<file path="config.mk">
export PLATFORM = sky130hd
export DESIGN_NAME = sp_crc_check
export DESIGN_NICKNAME = d
export VERILOG_FILES = /design/src/rtl/sp_crc_pkg.sv /design/src/rtl/sp_crc_step.sv /design/src/rtl/sp_crc_seq.sv /design/src/rtl/sp_crc_acc.sv /design/src/rtl/sp_crc_check.sv
export SDC_FILE = /design/constraint.sdc
export NUM_CORES = 1
export LEC_CHECK = 0
export ABC_AREA = 1
export CAP_MARGIN = 20
export CORE_MARGIN = 3
export CORE_UTILIZATION = 48
export CTS_CLUSTER_DIAMETER = 40
export CTS_CLUSTER_SIZE = 30
export DETAILED_ROUTE_END_ITERATION = 12
export HOLD_SLACK_MARGIN = 0.15
export PLACE_DENSITY_LB_ADDON = 0.2
export SKIP_LAST_GASP = 1
export SLEW_MARGIN = 25
export SYNTH_ARGS = -nofsm -noshare
export SYNTH_HDL_FRONTEND = slang
export SYNTH_HIERARCHICAL = 1
export SYNTH_SLANG_ARGS = --single-unit
</file>
<file path="constraint.sdc">
create_clock -name clk -period 2.9 [get_ports clk]
set_input_delay 0.29 -clock clk [delete_from_list [all_inputs] [get_ports clk]]
set_output_delay 0.29 -clock clk [all_outputs]
set_load 0.02 [all_outputs]
</file>
<file path="src/rtl/sp_crc_pkg.sv">
package sp_crc_pkg;

  // Per-cycle control from the record sequencer to the accumulator
  typedef struct packed {
    logic first;  // byte opens a record, fold from the initial value
    logic cont;   // byte continues an open record
    logic last;   // byte completes the record
  } sp_crc_ctl_t;

endpackage

</file>
<file path="src/rtl/sp_crc_step.sv">
module sp_crc_step #(
  parameter int          CRC_W  = 16,
  parameter int          DATA_W = 8,
  parameter logic [15:0] POLY   = 16'h90D9
) (
  input  logic [CRC_W-1:0]  crc_in,
  input  logic [DATA_W-1:0] data_in,
  output logic [CRC_W-1:0]  crc_out
);

  logic [CRC_W-1:0] chain [0:DATA_W];
  logic [DATA_W-1:0] fb;

  assign chain[0] = crc_in;

  for (genvar i = 0; i < DATA_W; i++) begin : g_bit
    // MSB of the data enters first
    assign fb[i]        = chain[i][CRC_W-1] ^ data_in[DATA_W-1-i];
    assign chain[i+1]   = {chain[i][CRC_W-2:0], 1'b0} ^ (fb[i] ? POLY[CRC_W-1:0] : '0);
  end

  assign crc_out = chain[DATA_W];

endmodule

</file>
<file path="src/rtl/sp_crc_seq.sv">
module sp_crc_seq
  import sp_crc_pkg::*;
#(
  parameter int REC_BYTES = 6,
  localparam int CNT_W    = $clog2(REC_BYTES + 1)
) (
  input  logic        clk,
  input  logic        rst,
  input  logic        in_valid,
  input  logic        in_sor,
  output sp_crc_ctl_t ctl
);

  logic [CNT_W-1:0] count_q;
  logic             open_rec;

  assign open_rec  = (count_q != '0);
  assign ctl.first = in_valid && in_sor;
  assign ctl.cont  = in_valid && !in_sor && open_rec;
  assign ctl.last  = (ctl.first && (REC_BYTES == 1)) ||
                     (ctl.cont && (count_q == CNT_W'(REC_BYTES - 1)));

  always_ff @(posedge clk) begin
    if (rst) begin
      count_q <= '0;
    end else if (ctl.last) begin
      count_q <= '0;
    end else if (ctl.first) begin
      count_q <= CNT_W'(1);
    end else if (ctl.cont) begin
      count_q <= count_q + CNT_W'(1);
    end
  end


  restart_count_chk: assert property (@(posedge clk) disable iff (rst)
    (in_valid && in_sor) |=> ((REC_BYTES == 1) ? (count_q == '0) : (count_q == CNT_W'(1))));


  idle_ignore_chk: assert property (@(posedge clk) disable iff (rst)
    (!open_rec && in_valid && !in_sor) |=> (count_q == '0));


  count_range_chk: assert property (@(posedge clk) disable iff (rst)
    count_q < CNT_W'(REC_BYTES));

endmodule

</file>
<file path="src/rtl/sp_crc_acc.sv">
module sp_crc_acc
  import sp_crc_pkg::*;
#(
  parameter int          CRC_W   = 16,
  parameter int          DATA_W  = 8,
  parameter logic [15:0] POLY    = 16'h90D9,
  parameter logic [15:0] INIT    = 16'h0000,
  parameter logic [15:0] XOR_OUT = 16'h00FF
) (
  input  logic              clk,
  input  logic              rst,
  input  sp_crc_ctl_t       ctl,
  input  logic [DATA_W-1:0] data_in,
  input  logic [CRC_W-1:0]  rx_crc,
  output logic [CRC_W-1:0]  result,
  output logic              done,
  output logic              mismatch
);

  logic [CRC_W-1:0] crc_q;
  logic [CRC_W-1:0] crc_base;
  logic [CRC_W-1:0] crc_next;
  logic [CRC_W-1:0] crc_final;
  logic [CRC_W-1:0] result_q;
  logic             done_q;
  logic             mismatch_q;

  assign crc_base  = ctl.first ? INIT[CRC_W-1:0] : crc_q;
  assign crc_final = crc_next ^ XOR_OUT[CRC_W-1:0];

  sp_crc_step #(
    .CRC_W  (CRC_W),
    .DATA_W (DATA_W),
    .POLY   (POLY)
  ) i_step (
    .crc_in  (crc_base),
    .data_in (data_in),
    .crc_out (crc_next)
  );

  always_ff @(posedge clk) begin
    if (rst) begin
      crc_q      <= INIT[CRC_W-1:0];
      result_q   <= '0;
      done_q     <= 1'b0;
      mismatch_q <= 1'b0;
    end else begin
      done_q <= ctl.last;
      if (ctl.first || ctl.cont) begin
        crc_q <= crc_next;
      end
      if (ctl.last) begin
        result_q   <= crc_final;
        mismatch_q <= (crc_final != rx_crc);
      end
    end
  end

  assign result   = result_q;
  assign done     = done_q;
  assign mismatch = mismatch_q;


  done_pulse_chk: assert property (@(posedge clk) disable iff (rst)
    done_q |=> !done_q);


  done_after_last_chk: assert property (@(posedge clk) disable iff (rst)
    done_q |-> $past(ctl.last));


  result_hold_chk: assert property (@(posedge clk) disable iff (rst)
    !done_q |-> ($stable(result_q) && $stable(mismatch_q)));

endmodule

</file>
<file path="src/rtl/sp_crc_check.sv">
module sp_crc_check
  import sp_crc_pkg::*;
#(
  parameter int          DATA_W    = 8,
  parameter int          REC_BYTES = 6,
  parameter logic [15:0] POLY      = 16'h90D9,
  parameter logic [15:0] INIT      = 16'h0000,
  parameter logic [15:0] XOR_OUT   = 16'h00FF,
  localparam int         CRC_W     = 2 * DATA_W
) (
  input  logic              clk,
  input  logic              rst,
  input  logic              in_valid,
  input  logic              in_sor,
  input  logic [DATA_W-1:0] in_byte,
  input  logic [CRC_W-1:0]  rx_crc,
  output logic [DATA_W-1:0] crc_hi,
  output logic [DATA_W-1:0] crc_lo,
  output logic              done,
  output logic              mismatch
);

  sp_crc_ctl_t      ctl;
  logic [CRC_W-1:0] result;

  sp_crc_seq #(
    .REC_BYTES (REC_BYTES)
  ) i_seq (
    .clk      (clk),
    .rst      (rst),
    .in_valid (in_valid),
    .in_sor   (in_sor),
    .ctl      (ctl)
  );

  sp_crc_acc #(
    .CRC_W   (CRC_W),
    .DATA_W  (DATA_W),
    .POLY    (POLY),
    .INIT    (INIT),
    .XOR_OUT (XOR_OUT)
  ) i_acc (
    .clk      (clk),
    .rst      (rst),
    .ctl      (ctl),
    .data_in  (in_byte),
    .rx_crc   (rx_crc),
    .result   (result),
    .done     (done),
    .mismatch (mismatch)
  );

  assign crc_hi = result[CRC_W-1:DATA_W];
  assign crc_lo = result[DATA_W-1:0];


  reset_clear_chk: assert property (@(posedge clk)
    $past(rst) |-> (!done && !mismatch && (result == '0)));

endmodule

</file>
# After elaboration in Yosys (flattened, before gate mapping)
# Cells that the tools add are included.
[word_totals]
reg_bits = 37
wordCells = 47
[op_classes]
add_sub_neg = 1
n_eq_ne = 2
muxes = 11
n_bitwise = 17
reduce_logical = 10
[ops]
columns = ["operator", "n"]
rows = [
  ["$mux 16", 9],
  ["$xor 16x16->16", 8],
  ["$ne 16x16->1", 1],
  ["$not 8->8", 1],
  ["$xor 1x1->1", 8],
  ["$logic_and 1x1->1", 4],
  ["$add 3x1->3 const B", 1],
  ["$eq 3x3->1 const B", 1],
  ["$reduce_bool 3->1", 1],
  ["$reduce_or 3->1", 1],
  ["$mux 1", 2],
  ["$reduce_bool 2->1", 1],
  ["$reduce_or 2->1", 1],
  ["$logic_not 1->1", 1],
  ["$logic_or 1x1->1", 1],
]

# Depth between registers and ports, before layout
[depth]
depth_word = 28
depth_mapped = 31

# By module
# The synthesis kept the hierarchy.
[by_module_without_submodules]
columns = ["mod", "n_inst", "cells_per_inst", "area_each_um2"]
rows = [
  ["sp_crc_acc", 1, 221, 1549.0],
  ["sp_crc_step", 1, 95, 723.2],
  ["sp_crc_seq", 1, 33, 237.7],
]

# Worst setup path before layout
# OpenSTA, ideal clock, no wires.
[synth_timing]
kind = "input -> register"
startpoint = "input in_sor"
endpoint = "register i_acc.mismatch_q (netlist: i_acc/mismatch)"
arrival_ns = 2.704
slack_ns = 0.079
path_stages = 30
path_buffers = 2
cell_sequence = "nand2_1 inv_1 buf_6 buf_2 nor2_1 inv_2 nand2_1 nand2_2 nand2_4 nand2_4 nand2_2 nand3_4 nand2_4 nand2_2 nand2_4 nand2_4 nand2_4 nand2_4 nand2_4 nand2_4 nand2_4 nand2_1 nand2_1 nor2_1 nor2_1 nand2_1 nor2_1 nand3_1 nor2_1 nor2_1"
[synth_rtl]
columns = ["item", "line", "rtl"]
rows = [
  ["start: declaration", "sp_crc_check.sv:14", "input logic in_sor,"],
  ["end signal: assignment", "sp_crc_acc.sv:54", "mismatch_q <= (crc_final != rx_crc);"],
  ["end: declaration", "sp_crc_acc.sv:26", "logic mismatch_q;"],
]

# Worst setup path after layout
[layout_timing]
startpoint = "register i_acc.crc_q[15]"
endpoint = "register i_acc.mismatch_q (netlist: i_acc/mismatch)"
[layout_between]
elab_chain_len = 27
[layout_lines]
columns = ["item", "line", "rtl"]
rows = [
  ["start: declaration", "sp_crc_acc.sv:20", "logic [CRC_W-1:0] crc_q;"],
  ["start signal: assignment", "sp_crc_acc.sv:43", "crc_q <= INIT[CRC_W-1:0];"],
  ["start signal: assignment", "sp_crc_acc.sv:50", "crc_q <= crc_next;"],
  ["$mux 16 *", "sp_crc_acc.sv:28", "assign crc_base = ctl.first ? INIT[CRC_W-1:0] : crc_q;"],
  ["via i_acc.crc_base[15]", "sp_crc_acc.sv:21", "logic [CRC_W-1:0] crc_base;"],
  ["$xor 1x1->1 *", "sp_crc_step.sv:18", "assign fb[i] = chain[i][CRC_W-1] ^ data_in[DATA_W-1-i];"],
  ["$mux 16 *", "sp_crc_step.sv:19", "assign chain[i+1] = {chain[i][CRC_W-2:0], 1'b0} ^ (fb[i] ? POLY[CRC_W-1:0] : '0);"],
  ["$xor 16x16->16 *", "sp_crc_step.sv:19", ""],
  ["$xor 1x1->1", "sp_crc_step.sv:18", ""],
  ["$mux 16", "sp_crc_step.sv:19", ""],
  ["$xor 16x16->16 *", "sp_crc_step.sv:19", ""],
  ["[... 13 more ...]", "-", ""],
  ["$mux 16", "sp_crc_step.sv:19", ""],
  ["$xor 16x16->16 *", "sp_crc_step.sv:19", ""],
  ["$xor 1x1->1 *", "sp_crc_step.sv:18", ""],
  ["$mux 16 *", "sp_crc_step.sv:19", ""],
  ["$xor 16x16->16 *", "sp_crc_step.sv:19", ""],
  ["via i_acc.crc_next[0]", "sp_crc_acc.sv:22", "logic [CRC_W-1:0] crc_next;"],
  ["$not 8->8 (no line) *", "-", ""],
  ["$ne 16x16->1 *", "sp_crc_acc.sv:54", ""],
]
# Mark *: on every way through the listed nets, which the timed path passes. The rest lies on a longest branch.
# A chain may end at the register's enable or synchronous reset.

==> results.md <==
- The dominant register cell in the synthesized netlist is dfxtp_1.
- After the last flow step, the layout net total stands at 464.
- From synthesis to final layout, the design area changed by 37.7%.
- The mapped netlist covers 2510 µm².
- In this run the remaining antenna-violating nets after routing total 0.
- Counting I/O delays and the setup requirement, the final critical path takes 2.60 ns.
- The worst register-to-register path begins at i_acc/crc_q[15]$_SDFFE_PP0P_.
- The launch instance of the worst min-delay path is i_acc/crc_q[3]$_SDFFE_PP0P_.
- The arrival time of the worst setup path is 2.79 ns.
- The total global routing track utilization is 0.205.
- The total area inside the core boundary comes to 4880 µm².
- The die outline width is 78.3 µm.
- The XOR/XNOR share of the synthesized area is 0.120.
- The highest metal layer carrying signal wires in the routed design is met4.
- The classification of the worst setup path is flop to flop.
- Counting stages on the worst path, the most repeated cell is nand2_4.
- The via count of the first global-routing pass was 2232.
- Clock tree synthesis selected as its root buffer the cell clkbuf_8.
- The total setup violations reported at the end of the flow is 0.
- Together, buffers and inverters on the worst path number 2.
- The area of all placed cells without fillers is 3460 µm².
- The chip height is 78.3 µm.
- The maximum single-stage delay on the critical path is 0.34 ns.
- The post-DP HPWL is 4830 µm.
- The area share of fa/ha/maj cells after synthesis is 0.0150.
- Along the worst path, the maximum fanout reaches 7.
- For the worst-skew pair, the clock arrives at the later sink with an insertion delay of 0.29 ns.
- The reported leakage power is 1.70 nW.
- The buffers inserted during post-CTS setup optimization is 0.
- Counting flops and latches in the post-synthesis netlist gives 37.
- The final period utilization is 0.897.
- The power per cell area is 703 nW/µm².
- The die covers 6130 µm².
- Routability-driven placement finished with a final weighted congestion of 0.896.
- The category of the worst setup path capture point is a flop.
- The startpoint class of the critical path is a flop.
- The initial utilization of the core area, before any placement, comes to 0.514.
- The filler cells instantiated in the layout total 427.
- For this run, the number of Yosys warnings is 6.
- The number of optimization iterations in the first detailed-route pass is 4.
- Clock tree synthesis found a total of 37 sinks.
- The number of distinct library cell variants in the gate-level netlist after synthesis is 30.
- The global-route wire length before repair is 10100 µm.
- The number of slew-limit violations in the final report is 0.
- The cell count after synthesis came out at 349.
- The max-slew headroom at the worst pin is 0.680.
- The share of the synthesized area in the top cell type is 0.295.
- Each instance of the synthesized netlist takes up on average 7.19 µm².
- The critical path starts at i_acc/crc_q[15]$_SDFFE_PP0P_.
- At the pin with the least slew margin, the transition time is 0.477 ns.
- The clock tree synthesis step divided the H-tree into 2 levels.
- The antenna cell count is 0.
- The number of synthesized flops with an enable pin is 0.
- dfxtp_1 takes more of the synthesized area than any other cell.
- In the detailed route, the total length drawn on met3 is 179 µm.
- The run finished with clean final reports.
- Hold timing on the final database bottoms out at a slack of 0.470 ns.
- TritonCTS built the clock tree.
- The largest family of logic cells by synthesized area is simple AND/OR/NAND/NOR gates.
- VDD sags by at most 422 µV.
- The largest net degree at the start of global routing is 30.
- In the final routed layout, each cell accounts on average for 12.0 µm.
- At the end of the flow the core is filled with cells to 0.708.
- The number of buffers on the longest clock path is 2.
- The register area share after synthesis is 0.295.
- After global routing the overflow that remains totals 0.
- The number of antenna violations at the first check in global routing is 0.
- In the synthesized netlist the async set-or-reset flop fraction comes to 0.
- The amount of wire on met2 after detailed routing is 2990 µm.
- The share of the synthesized area in compound gates (AO/OA/AOI/OAI) came to 0.133.
- The cell with the biggest individual delay on the critical path is dfxtp_1.
- The via count normalized by instance count is 4.66.
- The worst setup skew after layout is 0.00689 ns.
- The number of vias after detailed routing is 2335.
- The tool flagged a number of max-cap violations equal to 0.
- The total CTS buffers is 5.
- The number of placement rows is 25.
- The hold violation count in the final report is 0.
- Ranked by total cell area, the synthesized netlist is headed by dfxtp_1 (30%), inv_1 (8.8%), nand2_1 (8.7%), nand2_4 (7.2%), nor2_1 (6.9%).
- The post-route met1 wirelength is 2820 µm.
- After synthesis, the share of cell area in mux cells is 0.
- The clock input transition at the sequential cells of the worst setup and hold paths is 0.08 ns.
- The worst hold path belongs to the class flop to flop.
- For the worst setup path, the data required time is 3.09 ns.
- The number of primary I/O pins is 46.
- Setup repair after global routing left no endpoint under its margin.
- In the routed design, unresolved DRC markers number 0.
- After detailed placement, the total cell area comes to 3290 µm².
- The kind of cell adding the most delay to the critical path is simple AND/OR/NAND/NOR gates.
- inv_1 is the most common cell in the netlist.
- Synthesis produced a netlist with a net count of 380.
- The upper clock frequency limit is 0.384 GHz.
- The aggregate routed wire length is 6010 µm.
- In the final layout, the share of cells above drive strength 1 is 0.237.
- In this run, the number of DRC markers left after iteration 0 of detailed routing was 72.
- The fraction of the mapped netlist area in simple logic gates is 0.309.
- Counting instances in the post-synthesis netlist gives the leading cell types as inv_1 (59), nand2_1 (58), nor2_1 (46).
- The count of buffers added on input and output ports is 45.
kinds of logic after synthesis:
kind of cell / count (synthesis)
buffers and inverters: 76
AOI/OAI and AO/OA: 60
and+or+nand+nor: 145
adders and majority gates: 3
DFF: 37
xor gates and xnor gates: 28
cell usage in the layout (no fill, tap or decap), types with 2 or more instances in the layout:
cell type,netlist,layout
clkinv_4,1,3
o21ai_0,26,26
inv_1,59,58
nand3_4,2,3
xnor2_2,3,3
nand2_4,16,16
xor2_1,16,15
nor2_1,46,43
clkdlybuf4s50_1,0,43
a211oi_2,2,2
nand3_1,10,10
xor2_2,2,3
o21ai_1,2,2
nand2_2,6,8
a211oi_1,6,6
inv_2,4,4
dlymetal6s2s_1,0,2
nor2_4,1,3
clkbuf_8,0,5
ha_1,3,3
a21oi_1,23,23
nand3_2,5,4
dfxtp_1,37,37
buf_4,0,42
nand2_1,58,56
xnor2_1,6,6
flip-flops by register name, summed over array words and instances, names as in the netlist:
name / cells
i_acc/crc_q: 16
i_acc/done: 1
i_acc/mismatch: 1
i_acc/result: 16
i_seq/count_q: 3
layer usage:
| metal | up-vias | global-route usage |
|---|---|---|
| met4 | 0 | 0.0420 |
| li1 | 1234 | - |
| met3 | 2 | 0.0356 |
| met1 | 1064 | 0.265 |
| met5 | - | 0 |
| met2 | 35 | 0.360 |
final cells by class:
| class | count | area [µm²] | share of cell area |
|---|---|---|---|
| clock buffer | 5 | 68.8 | 0.0199 |
| clock inverter | 3 | 46.3 | 0.0134 |
| inverter | 66 | 260 | 0.0753 |
| multi-input combinational | 236 | 1490 | 0.430 |
| sequential | 37 | 741 | 0.214 |
| tap | 67 | 83.8 | 0.0243 |
| timing repair buffer | 87 | 771 | 0.223 |
worst register-to-register path, stage by stage, from the launching register on:
cell and delay, ns:
dfxtp_1 0.34, inv_1 0.07, nor2_4 0.12, inv_1 0.07
nand2_2 0.08, nand2_4 0.07, nand2_4 0.08, nand3_2 0.14
nand3_4 0.13, nand2_4 0.06, nand2_2 0.09, nand3_2 0.11
nand2_4 0.11, nand2_4 0.07, nand2_4 0.09, nand2_4 0.08
nand2_4 0.10, nand2_1 0.06, nand2_1 0.11, nor2_1 0.06
nor2_1 0.10, nand2_1 0.06, nor2_1 0.07, nand3_1 0.07
nor2_1 0.12, nor2_1 0.05
final timing paths:
| kind | end | slack (ns) | cells past startpoint |
|---|---|---|---|
| worst max-delay path | i_acc/mismatch$_SDFFE_PP0P_ | 0.30 | 25 |
| worst min-delay path | i_acc/crc_q[3]$_SDFFE_PP0P_ | 0.47 | 2 |
| worst max register to register | i_acc/mismatch$_SDFFE_PP0P_ | 0.30 | 25 |
| worst min register to register | i_acc/crc_q[3]$_SDFFE_PP0P_ | 0.47 | 2 |
metrics by stage:
step	TNS, ns	cells	power [mW]	setup WS [ns]
2_1_floorplan	0	349	1.35	0.0792
3_3_place_gp	-0.277	493	1.93	-0.225
3_5_place_dp	-1.30	493	1.95	-0.378
4_1_cts	0	501	2.42	0.00238
5_1_grt	0	501	2.61	0.0115
6_report	0	501	2.43	0.298
what timing repair did:
action | 4_1_cts | 5_1_grt
hold buffers | 0 | 0
pin swaps | 0 | 8
hold endpoints to repair | 0 | 0
gates resized for setup | 2 | 13
endpoints found under the setup margin | 1 | 3
report_power, final:
group / switching (mW) / internal, mW / total (mW) / leakage [nW]
clock network: 0.198 / 0.257 / 0.456 / 0.0543
logic: 0.759 / 0.666 / 1.43 / 1.34
registers: 0.0113 / 0.538 / 0.550 / 0.302
Note: power is estimated with default switching activity, not from simulation.
